--- config.mk ---
export PLATFORM = sky130hd
export DESIGN_NAME = grp_irq_ctrl
export DESIGN_NICKNAME = d
export VERILOG_FILES = /design/src/rtl/gic_pkg.sv /design/src/rtl/gic_group.sv /design/src/rtl/gic_prio_scan.sv /design/src/rtl/gic_regbus.sv /design/src/rtl/grp_irq_ctrl.sv
export SDC_FILE = /design/constraint.sdc
export NUM_CORES = 1
export LEC_CHECK = 0
export BUFFER_PORTS_ARGS = -buffer_cell sky130_fd_sc_hd__buf_2
export CORE_MARGIN = 2
export CORE_UTILIZATION = 25
export DETAILED_ROUTE_END_ITERATION = 12
export HOLD_SLACK_MARGIN = 0.15
export PLACE_DENSITY_LB_ADDON = 0.05
export SYNTH_ARGS = -nofsm -noshare
export SYNTH_HDL_FRONTEND = slang
export SYNTH_SLANG_ARGS = --single-unit
--- constraint.sdc ---
create_clock -name clk -period 30.9 [get_ports clk]
set_input_delay 1.545 -clock clk [delete_from_list [all_inputs] [get_ports clk]]
set_output_delay 1.545 -clock clk [all_outputs]
set_load 0.02 [all_outputs]
--- src/rtl/gic_pkg.sv ---
package gic_pkg;

  localparam int unsigned DATA_W = 8;

  typedef enum logic [1:0] {
    GK_NMI  = 2'd0,
    GK_RSVD = 2'd1,
    GK_MASK = 2'd2
  } grp_kind_e;

  // Role of group g given the first maskable group number.
  function automatic grp_kind_e kind_of(input int unsigned g, input int unsigned first_mask);
    if (g == 0) return GK_NMI;
    else if (g < first_mask) return GK_RSVD;
    return GK_MASK;
  endfunction

endpackage

--- src/rtl/gic_group.sv ---
module gic_group
  import gic_pkg::*;
#(
  parameter int unsigned NSRC  = 4,
  parameter int unsigned LVL_W = 3,
  parameter grp_kind_e   KIND  = GK_MASK
) (
  input  logic              clk,
  input  logic              rst_n,
  input  logic [NSRC-1:0]   src_set,
  input  logic              wr_ctl,
  input  logic              wr_cfg,
  input  logic [DATA_W-1:0] wdata,
  output logic [NSRC-1:0]   req,
  output logic [NSRC-1:0]   en,
  output logic [LVL_W-1:0]  lvl,
  output logic              pend,
  output logic              nmi_hit
);

  localparam int unsigned HI_LSB = DATA_W / 2;

  logic [NSRC-1:0] wd_id;
  logic [NSRC-1:0] wd_ir;
  logic [NSRC-1:0] req_wr;
  logic [NSRC-1:0] req_nxt;
  logic [NSRC-1:0] en_nxt;
  logic            unused_wdata;

  assign wd_id        = wdata[0 +: NSRC];
  assign wd_ir        = wdata[HI_LSB +: NSRC];
  assign unused_wdata = ^wdata;
  assign en_nxt       = wr_cfg ? wd_id : en;
  assign req_nxt      = req_wr | src_set;
  assign pend         = |(req & en);

  always_ff @(posedge clk or negedge rst_n) begin
    if (!rst_n) begin
      req <= '0;
      en  <= '0;
    end else begin
      req <= req_nxt;
      en  <= en_nxt;
    end
  end

  // a set pulse always lands in the request field
  a_r2_src_sets: assert property (@(posedge clk) disable iff (!rst_n)
    (|src_set) |=> ((req & $past(src_set)) == $past(src_set)));

  if (KIND == GK_NMI) begin : g_nmi
    // Writes to byte 0 clear the bits marked with 1.
    always_comb begin
      req_wr = req;
      if (wr_ctl) req_wr = req & ~wd_id;
    end
    assign lvl     = '1;
    assign nmi_hit = (|src_set) && (|(req_nxt & en_nxt));

    // a written 1 clears, unless a pulse re-sets it
    a_r7_nmi_clear: assert property (@(posedge clk) disable iff (!rst_n)
      wr_ctl |=> ((req & $past(wd_id & ~src_set)) == '0));
  end else begin : g_mask
    logic [LVL_W-1:0] lvl_q;

    // Per-bit set/clear: ID selects the bit, IR gives its new value.
    always_comb begin
      req_wr = req;
      if (wr_ctl) req_wr = (wd_id & wd_ir) | (~wd_id & req);
    end

    always_ff @(posedge clk or negedge rst_n) begin
      if (!rst_n)      lvl_q <= '0;
      else if (wr_cfg) lvl_q <= wdata[HI_LSB +: LVL_W];
    end

    assign lvl     = lvl_q;
    assign nmi_hit = 1'b0;

    // selected bits with IR=1 end up set
    a_r6_set_hold: assert property (@(posedge clk) disable iff (!rst_n)
      wr_ctl |=> ((req & $past(wd_id & wd_ir)) == $past(wd_id & wd_ir)));
    // selected bits with IR=0 end up clear unless a pulse wins
    a_r6_clear_hold: assert property (@(posedge clk) disable iff (!rst_n)
      wr_ctl |=> ((req & $past(wd_id & ~wd_ir & ~src_set)) == '0));
  end

endmodule

--- src/rtl/gic_prio_scan.sv ---
module gic_prio_scan #(
  parameter int unsigned NGRP       = 31,
  parameter int unsigned FIRST_MASK = 2,
  parameter int unsigned LVL_W      = 3,
  localparam int unsigned GRP_W     = $clog2(NGRP)
) (
  input  logic [NGRP-1:0]       pend,
  input  logic [NGRP*LVL_W-1:0] lvl_flat,
  output logic [LVL_W-1:0]      best_lvl,
  output logic [GRP_W-1:0]      best_grp
);

  logic unused_low;
  assign unused_low = ^{pend[FIRST_MASK-1:0], lvl_flat[FIRST_MASK*LVL_W-1:0]};

  // Ascending scan; strict compare keeps the lowest group on a tie.
  always_comb begin
    best_lvl = '1;
    best_grp = '0;
    for (int g = FIRST_MASK; g < NGRP; g++) begin
      if (pend[g] && (lvl_flat[g*LVL_W +: LVL_W] < best_lvl)) begin
        best_lvl = lvl_flat[g*LVL_W +: LVL_W];
        best_grp = GRP_W'(g);
      end
    end
  end

endmodule

--- src/rtl/gic_regbus.sv ---
module gic_regbus
  import gic_pkg::*;
#(
  parameter int unsigned NGRP       = 31,
  parameter int unsigned NSRC       = 4,
  parameter int unsigned LVL_W      = 3,
  parameter int unsigned FIRST_MASK = 2,
  parameter int unsigned ADDR_W     = 8,
  parameter int unsigned STAT_BASE  = 128,
  localparam int unsigned GRP_W     = $clog2(NGRP)
) (
  input  logic                  clk,
  input  logic                  rst_n,
  input  logic                  bus_en,
  input  logic                  bus_we,
  input  logic [ADDR_W-1:0]     bus_addr,
  input  logic [NGRP*NSRC-1:0]  req_flat,
  input  logic [NGRP*NSRC-1:0]  en_flat,
  input  logic [NGRP*LVL_W-1:0] lvl_flat,
  input  logic [GRP_W-1:0]      acc_grp,
  input  logic                  acc_pend,
  output logic [NGRP-1:0]       wr_ctl,
  output logic [NGRP-1:0]       wr_cfg,
  output logic [DATA_W-1:0]     bus_rdata
);

  localparam int unsigned HI_LSB  = DATA_W / 2;
  localparam int unsigned ICR_END = NGRP * 4;

  logic              icr_hit;
  logic [GRP_W-1:0]  grp_idx;
  logic [1:0]        off;
  logic [DATA_W-1:0] rd_val;

  assign icr_hit = (bus_addr < ADDR_W'(ICR_END));
  assign grp_idx = bus_addr[2 +: GRP_W];
  assign off     = bus_addr[1:0];

  for (genvar g = 0; g < NGRP; g++) begin : g_dec
    localparam grp_kind_e K = kind_of(g, FIRST_MASK);
    logic hit;
    assign hit       = bus_en && bus_we && icr_hit && (grp_idx == GRP_W'(g)) && (K != GK_RSVD);
    assign wr_ctl[g] = hit && (off == 2'd0);
    assign wr_cfg[g] = hit && (off == 2'd1);
  end

  always_comb begin
    rd_val = '0;
    if (icr_hit) begin
      for (int g = 0; g < NGRP; g++) begin
        if (grp_idx == GRP_W'(g)) begin
          case (kind_of(g, FIRST_MASK))
            GK_NMI: begin
              if (off == 2'd0) rd_val[0 +: NSRC] = req_flat[g*NSRC +: NSRC];
              else if (off == 2'd1) rd_val[0 +: NSRC] = en_flat[g*NSRC +: NSRC];
            end
            GK_MASK: begin
              if (off == 2'd0) begin
                rd_val[HI_LSB +: NSRC] = req_flat[g*NSRC +: NSRC];
                rd_val[0 +: NSRC]      = req_flat[g*NSRC +: NSRC] & en_flat[g*NSRC +: NSRC];
              end else if (off == 2'd1) begin
                rd_val[HI_LSB +: LVL_W] = lvl_flat[g*LVL_W +: LVL_W];
                rd_val[0 +: NSRC]       = en_flat[g*NSRC +: NSRC];
              end
            end
            default: rd_val = '0;
          endcase
        end
      end
    end else if (bus_addr == ADDR_W'(STAT_BASE)) begin
      rd_val = acc_pend ? DATA_W'({acc_grp, 2'b00}) : '0;
    end
  end

  always_ff @(posedge clk or negedge rst_n) begin
    if (!rst_n)                bus_rdata <= '0;
    else if (bus_en && !bus_we) bus_rdata <= rd_val;
    else                       bus_rdata <= '0;
  end

endmodule

--- src/rtl/grp_irq_ctrl.sv ---
module grp_irq_ctrl
  import gic_pkg::*;
#(
  parameter int unsigned NGRP       = 31,
  parameter int unsigned NSRC       = 4,
  parameter int unsigned LVL_W      = 3,
  parameter int unsigned FIRST_MASK = 2,
  parameter int unsigned ADDR_W     = 8,
  parameter int unsigned STAT_BASE  = 128
) (
  input  logic                 clk,
  input  logic                 rst_n,
  input  logic [NGRP*NSRC-1:0] src_set,
  input  logic                 bus_en,
  input  logic                 bus_we,
  input  logic [ADDR_W-1:0]    bus_addr,
  input  logic [DATA_W-1:0]    bus_wdata,
  output logic [DATA_W-1:0]    bus_rdata,
  input  logic                 ack,
  input  logic [LVL_W-1:0]     ack_level,
  output logic [LVL_W-1:0]     irq_level,
  output logic                 nmi_pulse,
  output logic                 ack_err
);

  localparam int unsigned GRP_W = $clog2(NGRP);

  logic [NGRP*NSRC-1:0]  req_flat;
  logic [NGRP*NSRC-1:0]  en_flat;
  logic [NGRP*LVL_W-1:0] lvl_flat;
  logic [NGRP-1:0]       pend;
  logic [NGRP-1:0]       nmi_hit;
  logic [NGRP-1:0]       wr_ctl;
  logic [NGRP-1:0]       wr_cfg;
  logic [LVL_W-1:0]      best_lvl;
  logic [GRP_W-1:0]      best_grp;
  logic [GRP_W-1:0]      acc_grp;

  for (genvar g = 0; g < NGRP; g++) begin : g_grp
    localparam grp_kind_e K = kind_of(g, FIRST_MASK);
    if (K == GK_RSVD) begin : g_rsvd
      logic unused_rsvd;
      assign unused_rsvd = ^{src_set[g*NSRC +: NSRC], wr_ctl[g], wr_cfg[g]};
      assign req_flat[g*NSRC +: NSRC]   = '0;
      assign en_flat[g*NSRC +: NSRC]    = '0;
      assign lvl_flat[g*LVL_W +: LVL_W] = '1;
      assign pend[g]    = 1'b0;
      assign nmi_hit[g] = 1'b0;
    end else begin : g_live
      gic_group #(
        .NSRC  (NSRC),
        .LVL_W (LVL_W),
        .KIND  (K)
      ) u_group (
        .clk     (clk),
        .rst_n   (rst_n),
        .src_set (src_set[g*NSRC +: NSRC]),
        .wr_ctl  (wr_ctl[g]),
        .wr_cfg  (wr_cfg[g]),
        .wdata   (bus_wdata),
        .req     (req_flat[g*NSRC +: NSRC]),
        .en      (en_flat[g*NSRC +: NSRC]),
        .lvl     (lvl_flat[g*LVL_W +: LVL_W]),
        .pend    (pend[g]),
        .nmi_hit (nmi_hit[g])
      );
    end
  end

  gic_prio_scan #(
    .NGRP       (NGRP),
    .FIRST_MASK (FIRST_MASK),
    .LVL_W      (LVL_W)
  ) u_scan (
    .pend     (pend),
    .lvl_flat (lvl_flat),
    .best_lvl (best_lvl),
    .best_grp (best_grp)
  );

  gic_regbus #(
    .NGRP       (NGRP),
    .NSRC       (NSRC),
    .LVL_W      (LVL_W),
    .FIRST_MASK (FIRST_MASK),
    .ADDR_W     (ADDR_W),
    .STAT_BASE  (STAT_BASE)
  ) u_regbus (
    .clk       (clk),
    .rst_n     (rst_n),
    .bus_en    (bus_en),
    .bus_we    (bus_we),
    .bus_addr  (bus_addr),
    .req_flat  (req_flat),
    .en_flat   (en_flat),
    .lvl_flat  (lvl_flat),
    .acc_grp   (acc_grp),
    .acc_pend  (pend[acc_grp]),
    .wr_ctl    (wr_ctl),
    .wr_cfg    (wr_cfg),
    .bus_rdata (bus_rdata)
  );

  assign irq_level = best_lvl;

  always_ff @(posedge clk or negedge rst_n) begin
    if (!rst_n) begin
      acc_grp   <= '0;
      ack_err   <= 1'b0;
      nmi_pulse <= 1'b0;
    end else begin
      if (ack) acc_grp <= best_grp;
      if (ack && (ack_level != best_lvl)) ack_err <= 1'b1;
      nmi_pulse <= |nmi_hit;
    end
  end

  // nothing maskable pending means the idle level
  a_r3_idle_level: assert property (@(posedge clk) disable iff (!rst_n)
    !(|pend[NGRP-1:FIRST_MASK]) |-> (irq_level == '1));
  // a non-idle level always names a pending group
  a_r4_sel_pending: assert property (@(posedge clk) disable iff (!rst_n)
    (irq_level != '1) |-> pend[best_grp]);
  // the pulse only accompanies a pending non-maskable group
  a_r8_nmi_pending: assert property (@(posedge clk) disable iff (!rst_n)
    nmi_pulse |-> pend[0]);
  // the error flag never falls outside reset
  a_r10_err_sticky: assert property (@(posedge clk) disable iff (!rst_n)
    ack_err |=> ack_err);

endmodule

Word-level counts from Yosys, hierarchy flattened
Index checks and enable logic that the tools add are counted.
Widths: inputs -> output; s select.
{ "word_totals": {"inputBits": 148, "mem_bits_ro": 0, "register_bits": 342, "memories": 0, "out_inout_bits": 13, "ramBits": 0, "latch_bits": 0} }
{ "classes": {"div_mod_pow": 0, "multipliers": 0, "bitwise_logic": 122, "magnitude_cmp": 31, "add_sub_neg": 0, "n_reduce_logical": 161, "n_eq_ne": 35, "muxes": 247, "shift": 0} }
{ "ops": {"columns": ["operator", "n"], "rows": [
  ["$mux 7", 66],
  ["$mux 8", 41],
  ["$and 4x4->4", 62],
  ["$or 4x4->4", 59],
  ["$mux 4", 44],
  ["$reduce_or 4->1", 32],
  ["$logic_and 1x1->1", 124],
  ["$mux 3", 33],
  ["$lt 3x3->1", 28],
  ["$eq 5x5->1 const B", 15],
  ["$mux 5", 15],
  ["$eq 5x4->1 const B", 8],
  ["$mux 1", 36],
  ["$pmux 4 s2", 3],
  ["$eq 5x3->1 const B", 4],
  ["$mux 2", 8],
  ["$eq 5x2->1 const B", 2],
  ["$eq 8x8->1 const B", 1],
  ["$lt 8x7->1 const B", 1],
  ["$logic_not 2->1", 3],
  ["$lt 5x6->1 const B", 1],
  ["$bmux 1 s5", 1],
  ["$eq 5x1->1 const B", 1],
  ["$logic_not 5->1", 1],
  ["6 further kinds", 7]
]} }

Longest topological paths before layout
{ "depth": {"ltp_word": 112, "mapped_depth": 49, "depth_no_buf": 48} }

Cells and area by module
From an unflattened synthesis, not the netlist that was laid out.
{ "hier_totals": {"hier_cells": 2627, "area_unflattened_um2": 24402.2} }
{ "modules_own_cells": {"columns": ["mod", "area_per_inst_um2", "n_inst", "seq_area_each_um2", "cells_each"], "rows": [
  ["gic_group (g_grp[10].g_live.u_group ...)", 459.2, 29, 275.3, 32],
  ["gic_regbus", 5109.9, 1, 200.2, 813],
  ["gic_prio_scan", 4963.5, 1, 0.0, 800],
  ["grp_irq_ctrl", 629.4, 1, 175.2, 55],
  ["gic_group (g_grp[0].g_live.u_group)", 382.9, 1, 200.2, 31]
]} }

Worst setup path before layout
OpenSTA, ideal clock, no wires.
{ "synth_path": {"path_kind": "flip-flop to output port", "startpoint": "register g_grp[3].g_live.u_group.g_mask.lvl_q[1]", "endpoint": "output irq_level[2]", "t_required_ns": 29.355, "arrival_time_ns": 11.452, "path_stages_with_launch": 45, "path_slack_ns": 17.903, "n_path_buf": 1, "path_cell_list": "dfrtp_1 > buf_2 > nand4bb_1 > a22o_1 > a221o_1 > o41a_1 > or4b_4 > nand3_1 > o31ai_1 > o31ai_4 > mux2i_1 > nor3_2 > a31oi_1 > nand2_1 > a221oi_2 > mux2_2 > maj3_2 > o211a_1 > [9 not listed] > nand4bb_2 > mux2i_1 > o211ai_1 > a21oi_1 > nor2_1 > a41o_1 > o31ai_4 > a31oi_2 > o31ai_4 > a31oi_4 > o31ai_4 > nand3_1 > a31oi_4 > a32o_1 > ha_1 > nand2_1 > o31ai_4 > mux2i_1"} }
{ "synth_via": {"elab_chain_len": 84} }
{ "synth_lines": {"columns": ["item", "line_no", "rtl"], "rows": [
  ["from (decl)", "gic_group.sv:64", "logic [LVL_W-1:0] lvl_q;"],
  ["from (signal assigned)", "gic_group.sv:74", "else if (wr_cfg) lvl_q <= wdata[HI_LSB +: LVL_W];"],
  ["$lt 3x3->1", "gic_prio_scan.sv:21", "if (pend[g] && (lvl_flat[g*LVL_W +: LVL_W] < best_lvl)) begin"],
  ["$logic_and 1x1->1", "gic_prio_scan.sv:21", null],
  ["$mux 3 (*)", "gic_prio_scan.sv:21", null],
  ["$lt 3x3->1", "gic_prio_scan.sv:21", null],
  ["$logic_and 1x1->1", "gic_prio_scan.sv:21", null],
  ["$mux 3 (*)", "gic_prio_scan.sv:21", null],
  ["$lt 3x3->1", "gic_prio_scan.sv:21", null],
  ["$logic_and 1x1->1", "gic_prio_scan.sv:21", null],
  ["[68 not listed]", null, null],
  ["$logic_and 1x1->1", "gic_prio_scan.sv:21", null],
  ["$mux 3 (*)", "gic_prio_scan.sv:21", null],
  ["$lt 3x3->1", "gic_prio_scan.sv:21", null],
  ["$logic_and 1x1->1", "gic_prio_scan.sv:21", null],
  ["$mux 3 (*)", "gic_prio_scan.sv:21", null],
  ["$lt 3x3->1", "gic_prio_scan.sv:21", null],
  ["$logic_and 1x1->1", "gic_prio_scan.sv:21", null],
  ["$mux 3 (*)", "gic_prio_scan.sv:21", null],
  ["to (decl)", "grp_irq_ctrl.sv:21", "output logic [LVL_W-1:0] irq_level,"]
]} }
Mark *: on every way between the ends. The rest lies on a longest branch, timed or not.

Worst setup path after layout
{ "layout_path": {"startpoint": "register g_grp[3].g_live.u_group.req[2]", "endpoint": "output irq_level[2]"} }
{ "layout_via": {"elab_chain_len": 85} }
{ "layout_lines": {"columns": ["item", "line_no", "rtl"], "rows": [
  ["from (decl)", "gic_group.sv:14", "output logic [NSRC-1:0] req,"],
  ["from (signal assigned)", "gic_group.sv:42", "req <= req_nxt;"],
  ["$and 4x4->4 (*)", "gic_group.sv:35", "assign pend = |(req & en);"],
  ["$reduce_or 4->1 (*)", "gic_group.sv:35", null],
  ["$logic_and 1x1->1 (*)", "gic_prio_scan.sv:21", null],
  ["$mux 3 (*)", "gic_prio_scan.sv:21", null],
  ["$lt 3x3->1", "gic_prio_scan.sv:21", null],
  ["$logic_and 1x1->1", "gic_prio_scan.sv:21", null],
  ["$mux 3 (*)", "gic_prio_scan.sv:21", null],
  ["$lt 3x3->1", "gic_prio_scan.sv:21", null],
  ["[69 not listed]", null, null],
  ["$logic_and 1x1->1", "gic_prio_scan.sv:21", null],
  ["$mux 3 (*)", "gic_prio_scan.sv:21", null],
  ["$lt 3x3->1", "gic_prio_scan.sv:21", null],
  ["$logic_and 1x1->1", "gic_prio_scan.sv:21", null],
  ["$mux 3 (*)", "gic_prio_scan.sv:21", null],
  ["$lt 3x3->1", "gic_prio_scan.sv:21", null],
  ["$logic_and 1x1->1", "gic_prio_scan.sv:21", null],
  ["$mux 3 (*)", "gic_prio_scan.sv:21", null]
]} }
Marked as above.

==> run metrics <==
CTS buffer count 47; Post-synth EDFFs 0; first-pass GRT wire length 162,500 um; max-cap viol count 0; CTS clk-pin slew, worst paths 60 ps; Area after DPL 0.02477 mm^2; register bit total from synthesis 342; die area 0.09267 mm^2; CTS sink cnt 342; Crit path largest cell delay 630 ps; crit start category flip-flop; leakage 0.01026 uW; Worst VDD drop 0.03613 mV; RSZ-0062 raised after global routing false; Avg Vias per Cell slightly below 6; Vert. Die Dim between 300 and 400 um; Fin Setup TNS 0 ps; H-Tree Depth 2; vias in the first global route around 22k; via count 21.54k; cell row count 110; Placer Congestion 0.8888; Tot GR Track Use 23.87%; crit end category output pin; final hold vios 0; synthesized area around 0.023 mm^2; total length of routed wires 113,500 um; largest net degree at the start of global routing 135; Post-DRT Antenna Nets 0; worst path arrival time 14,270 ps; Synth Net Count roughly 2.5k; most common flop cell mapped by yosys dfrtp_1; sequential fraction of the synthesis area 37.93%; min Tclk post-route 15,810 ps; Distinct cells, synth 105; worst slew pin tran approximately 1300 ps; CP most frequent cell o31ai_4; crit path max fanout 9; Final Max Tran Viols 0; DR WL/cell 30.85 um; core area between 0.08 and 0.09 mm^2; Residual DRC 0; Starting Density 25.14%; CTS tree built; Worst EP required 29,360 ps; final setup fails 0; placed wire-length estimate approximately 83,000 um; Post-synth ARST share 100.0%; Ys Warns 0; CTS Hold Bufs 0; chip width approximately 300 um; Crit Path Class reg -> out; Ports 161; Final Cycle Share 51.17%; GR Overflow Total 0; insertion delay to the later sink of the worst-skew pair 610 ps; Post-CTS Setup Repair Bufs 0; syn_area_per_cell 9.634 um^2; CTS Root Cell clkbuf_16; Fmax 63.24 MHz; DR pass1 iterations 7; nets between 2k and 3k; clock skew ~27 ps; initial antenna violation count 7; initial drt markers 1,957; Post-Syn Instances 2,342; post-CTS sizing 0; PD cells 56.38 mW/mm^2; buffer depth of the longest clock path 3; PortBufs 156; outcome finished clean; relative slew slack about an eighth; Min-Delay Path Class reg -> reg; CP max stage cell a222oi_1; fin area about 0.026 mm^2; Layout area overhead 17.00%; share of layout cells above drive strength 1 23.40%
cell type report:
class,instances,area (um^2)
fillers,9508,63340
clock inverters,12,192.7
multi-input cells,1811,13320
clock buffers,69,1421
inverters,53,198.9
repair buffers,209,1220
well taps,1176,1471
diodes,5,12.51
flip-flops and latches,342,8558
cells by family (layout without fill, tap and decap cells):
family	after synthesis	count (layout)	synth area share [%]
compound gates	921	921	31.44
other cells	0	5	0
buf+inv	189	343	3.155
flops	342	342	37.93
simple gates	608	608	13.31
fa+ha+maj	12	12	0.5601
xor+xnor	4	4	0.1553
mux	266	266	13.45
path summary, 6_finish.rpt:
path                                                       startpoint                                          end  cells past startpoint  slack (ps)
setup / recovery             g_grp[3].g_live.u_group.req[2]$_DFF_PN0_                                 irq_level[2]                     45       15090
min in group asynchronous                                       rst_n  g_grp[11].g_live.u_group.lvl[1]$_DFFE_PN0P_                      1         980
setup reg to reg             g_grp[3].g_live.u_group.req[2]$_DFF_PN0_                       acc_grp[3]$_DFFE_PN0P_                     45       16880
max in group asynchronous                                       rst_n    g_grp[26].g_live.u_group.req[2]$_DFF_PN0_                      2       28450
hold / removal             g_grp[11].g_live.u_group.en[1]$_DFFE_PN0P_   g_grp[11].g_live.u_group.en[1]$_DFFE_PN0P_                      1         530
hold reg to reg            g_grp[11].g_live.u_group.en[1]$_DFFE_PN0P_   g_grp[11].g_live.u_group.en[1]$_DFFE_PN0P_                      1         530
where the power goes:
group	leakage [uW]	switching [uW]	total [uW]	internal, uW
clock network	0.000786	226	583	357
logic	0.00537	270	419	149
registers	0.00410	27.3	486	459
routing by layer:
metal	part of all wire (%)	wire length [um]	global-route usage (%)
met5	0.042	48	0
met2	45	50800	37.62
met4	2.3	2664	5.860
met3	4.9	5615	3.071
met1	48	54320	34.42
synthesized netlist by cell type (all sizes together) (8+ instances only):
cell	instances	area, um^2
nor4	19	133.9
mux2i	34	340.3
clkbuf	116	436.7
a22oi	23	182.7
buf	20	76.32
o221ai	12	105.1
o21ai	147	747.0
a211oi	21	175.2
o21a	14	105.1
nor3	67	340.3
a31oi	22	186.4
nand2	145	544.3
a2111oi	11	122.6
o22ai	37	250.2
o311ai	9	78.82
or2	15	93.84
nand3	40	205.2
o31ai	24	254.0
a311o	115	1151
and2	31	196.4
and3	16	100.1
nand2b	30	187.7
a222oi	8	80.08
o32ai	9	78.83
a22o	32	280.3
maj3	10	101.4
nor2	164	615.6
nand3b	8	60.06
inv	53	198.9
o2111ai	13	113.9
nor2b	19	118.9
o21bai	17	127.6
a21o	23	172.7
mux2	225	2537
o211ai	50	380.4
dfrtp	342	8558
a21oi	95	483.0
a221oi	41	365.3
or3	25	156.4
a21boi	121	912.1
stage by stage:
step / instances / util, % / setup WS (ps) / hold slack [ps] / total power [uW]
after global placement: 3591 / 27.61 / 16080 / 507.8 / 901.8
after CTS: 3672 / 29.40 / 15180 / 528.4 / 1498
after floorplan: 2342 / - / 17900 / 488.5 / 754.7
after detailed placement: 3591 / 27.61 / 15880 / 516.2 / 905.3
final: 3677 / 29.42 / 15090 / 529.6 / 1488
after global routing: 3672 / 29.40 / 13870 / 547.7 / 1555
layout by cell type, fill, tap and decap left out, types with 40 or more instances in the layout:
cell | synthesis | layout
buf_2 | 1 | 154
clkbuf_16 | 0 | 49
a311o_1 | 115 | 115
inv_1 | 53 | 53
nor3_1 | 66 | 65
buf_4 | 0 | 51
nand2_1 | 145 | 145
o21ai_0 | 133 | 133
mux2_2 | 224 | 224
nor2_1 | 164 | 163
a221oi_1 | 40 | 40
a21oi_1 | 93 | 93
dfrtp_1 | 342 | 342
a21boi_0 | 117 | 117
o211ai_1 | 49 | 49
sequential cells by signal, indices dropped and copies added, names as in the netlist:
register                  flops
u_regbus.bus_rdata            8
g_grp.g_live.u_group.lvl     87
g_grp.g_live.u_group.req    120
ack_err                       1
acc_grp                       5
g_grp.g_live.u_group.en     120
nmi_pulse                     1
critical path, delay by kind of cell, from the launching register on:
family                   cells  cell delay, ps
AO/OA/AOI/OAI               28            9450
AND/OR/NAND/NOR             11            1940
multiplexers                 4            1460
flip-flops                   1             430
adder cells (fa/ha/maj)      1             180
buffers and inverters        1             180
No activity file was read; power rests on OpenSTA's default activity.
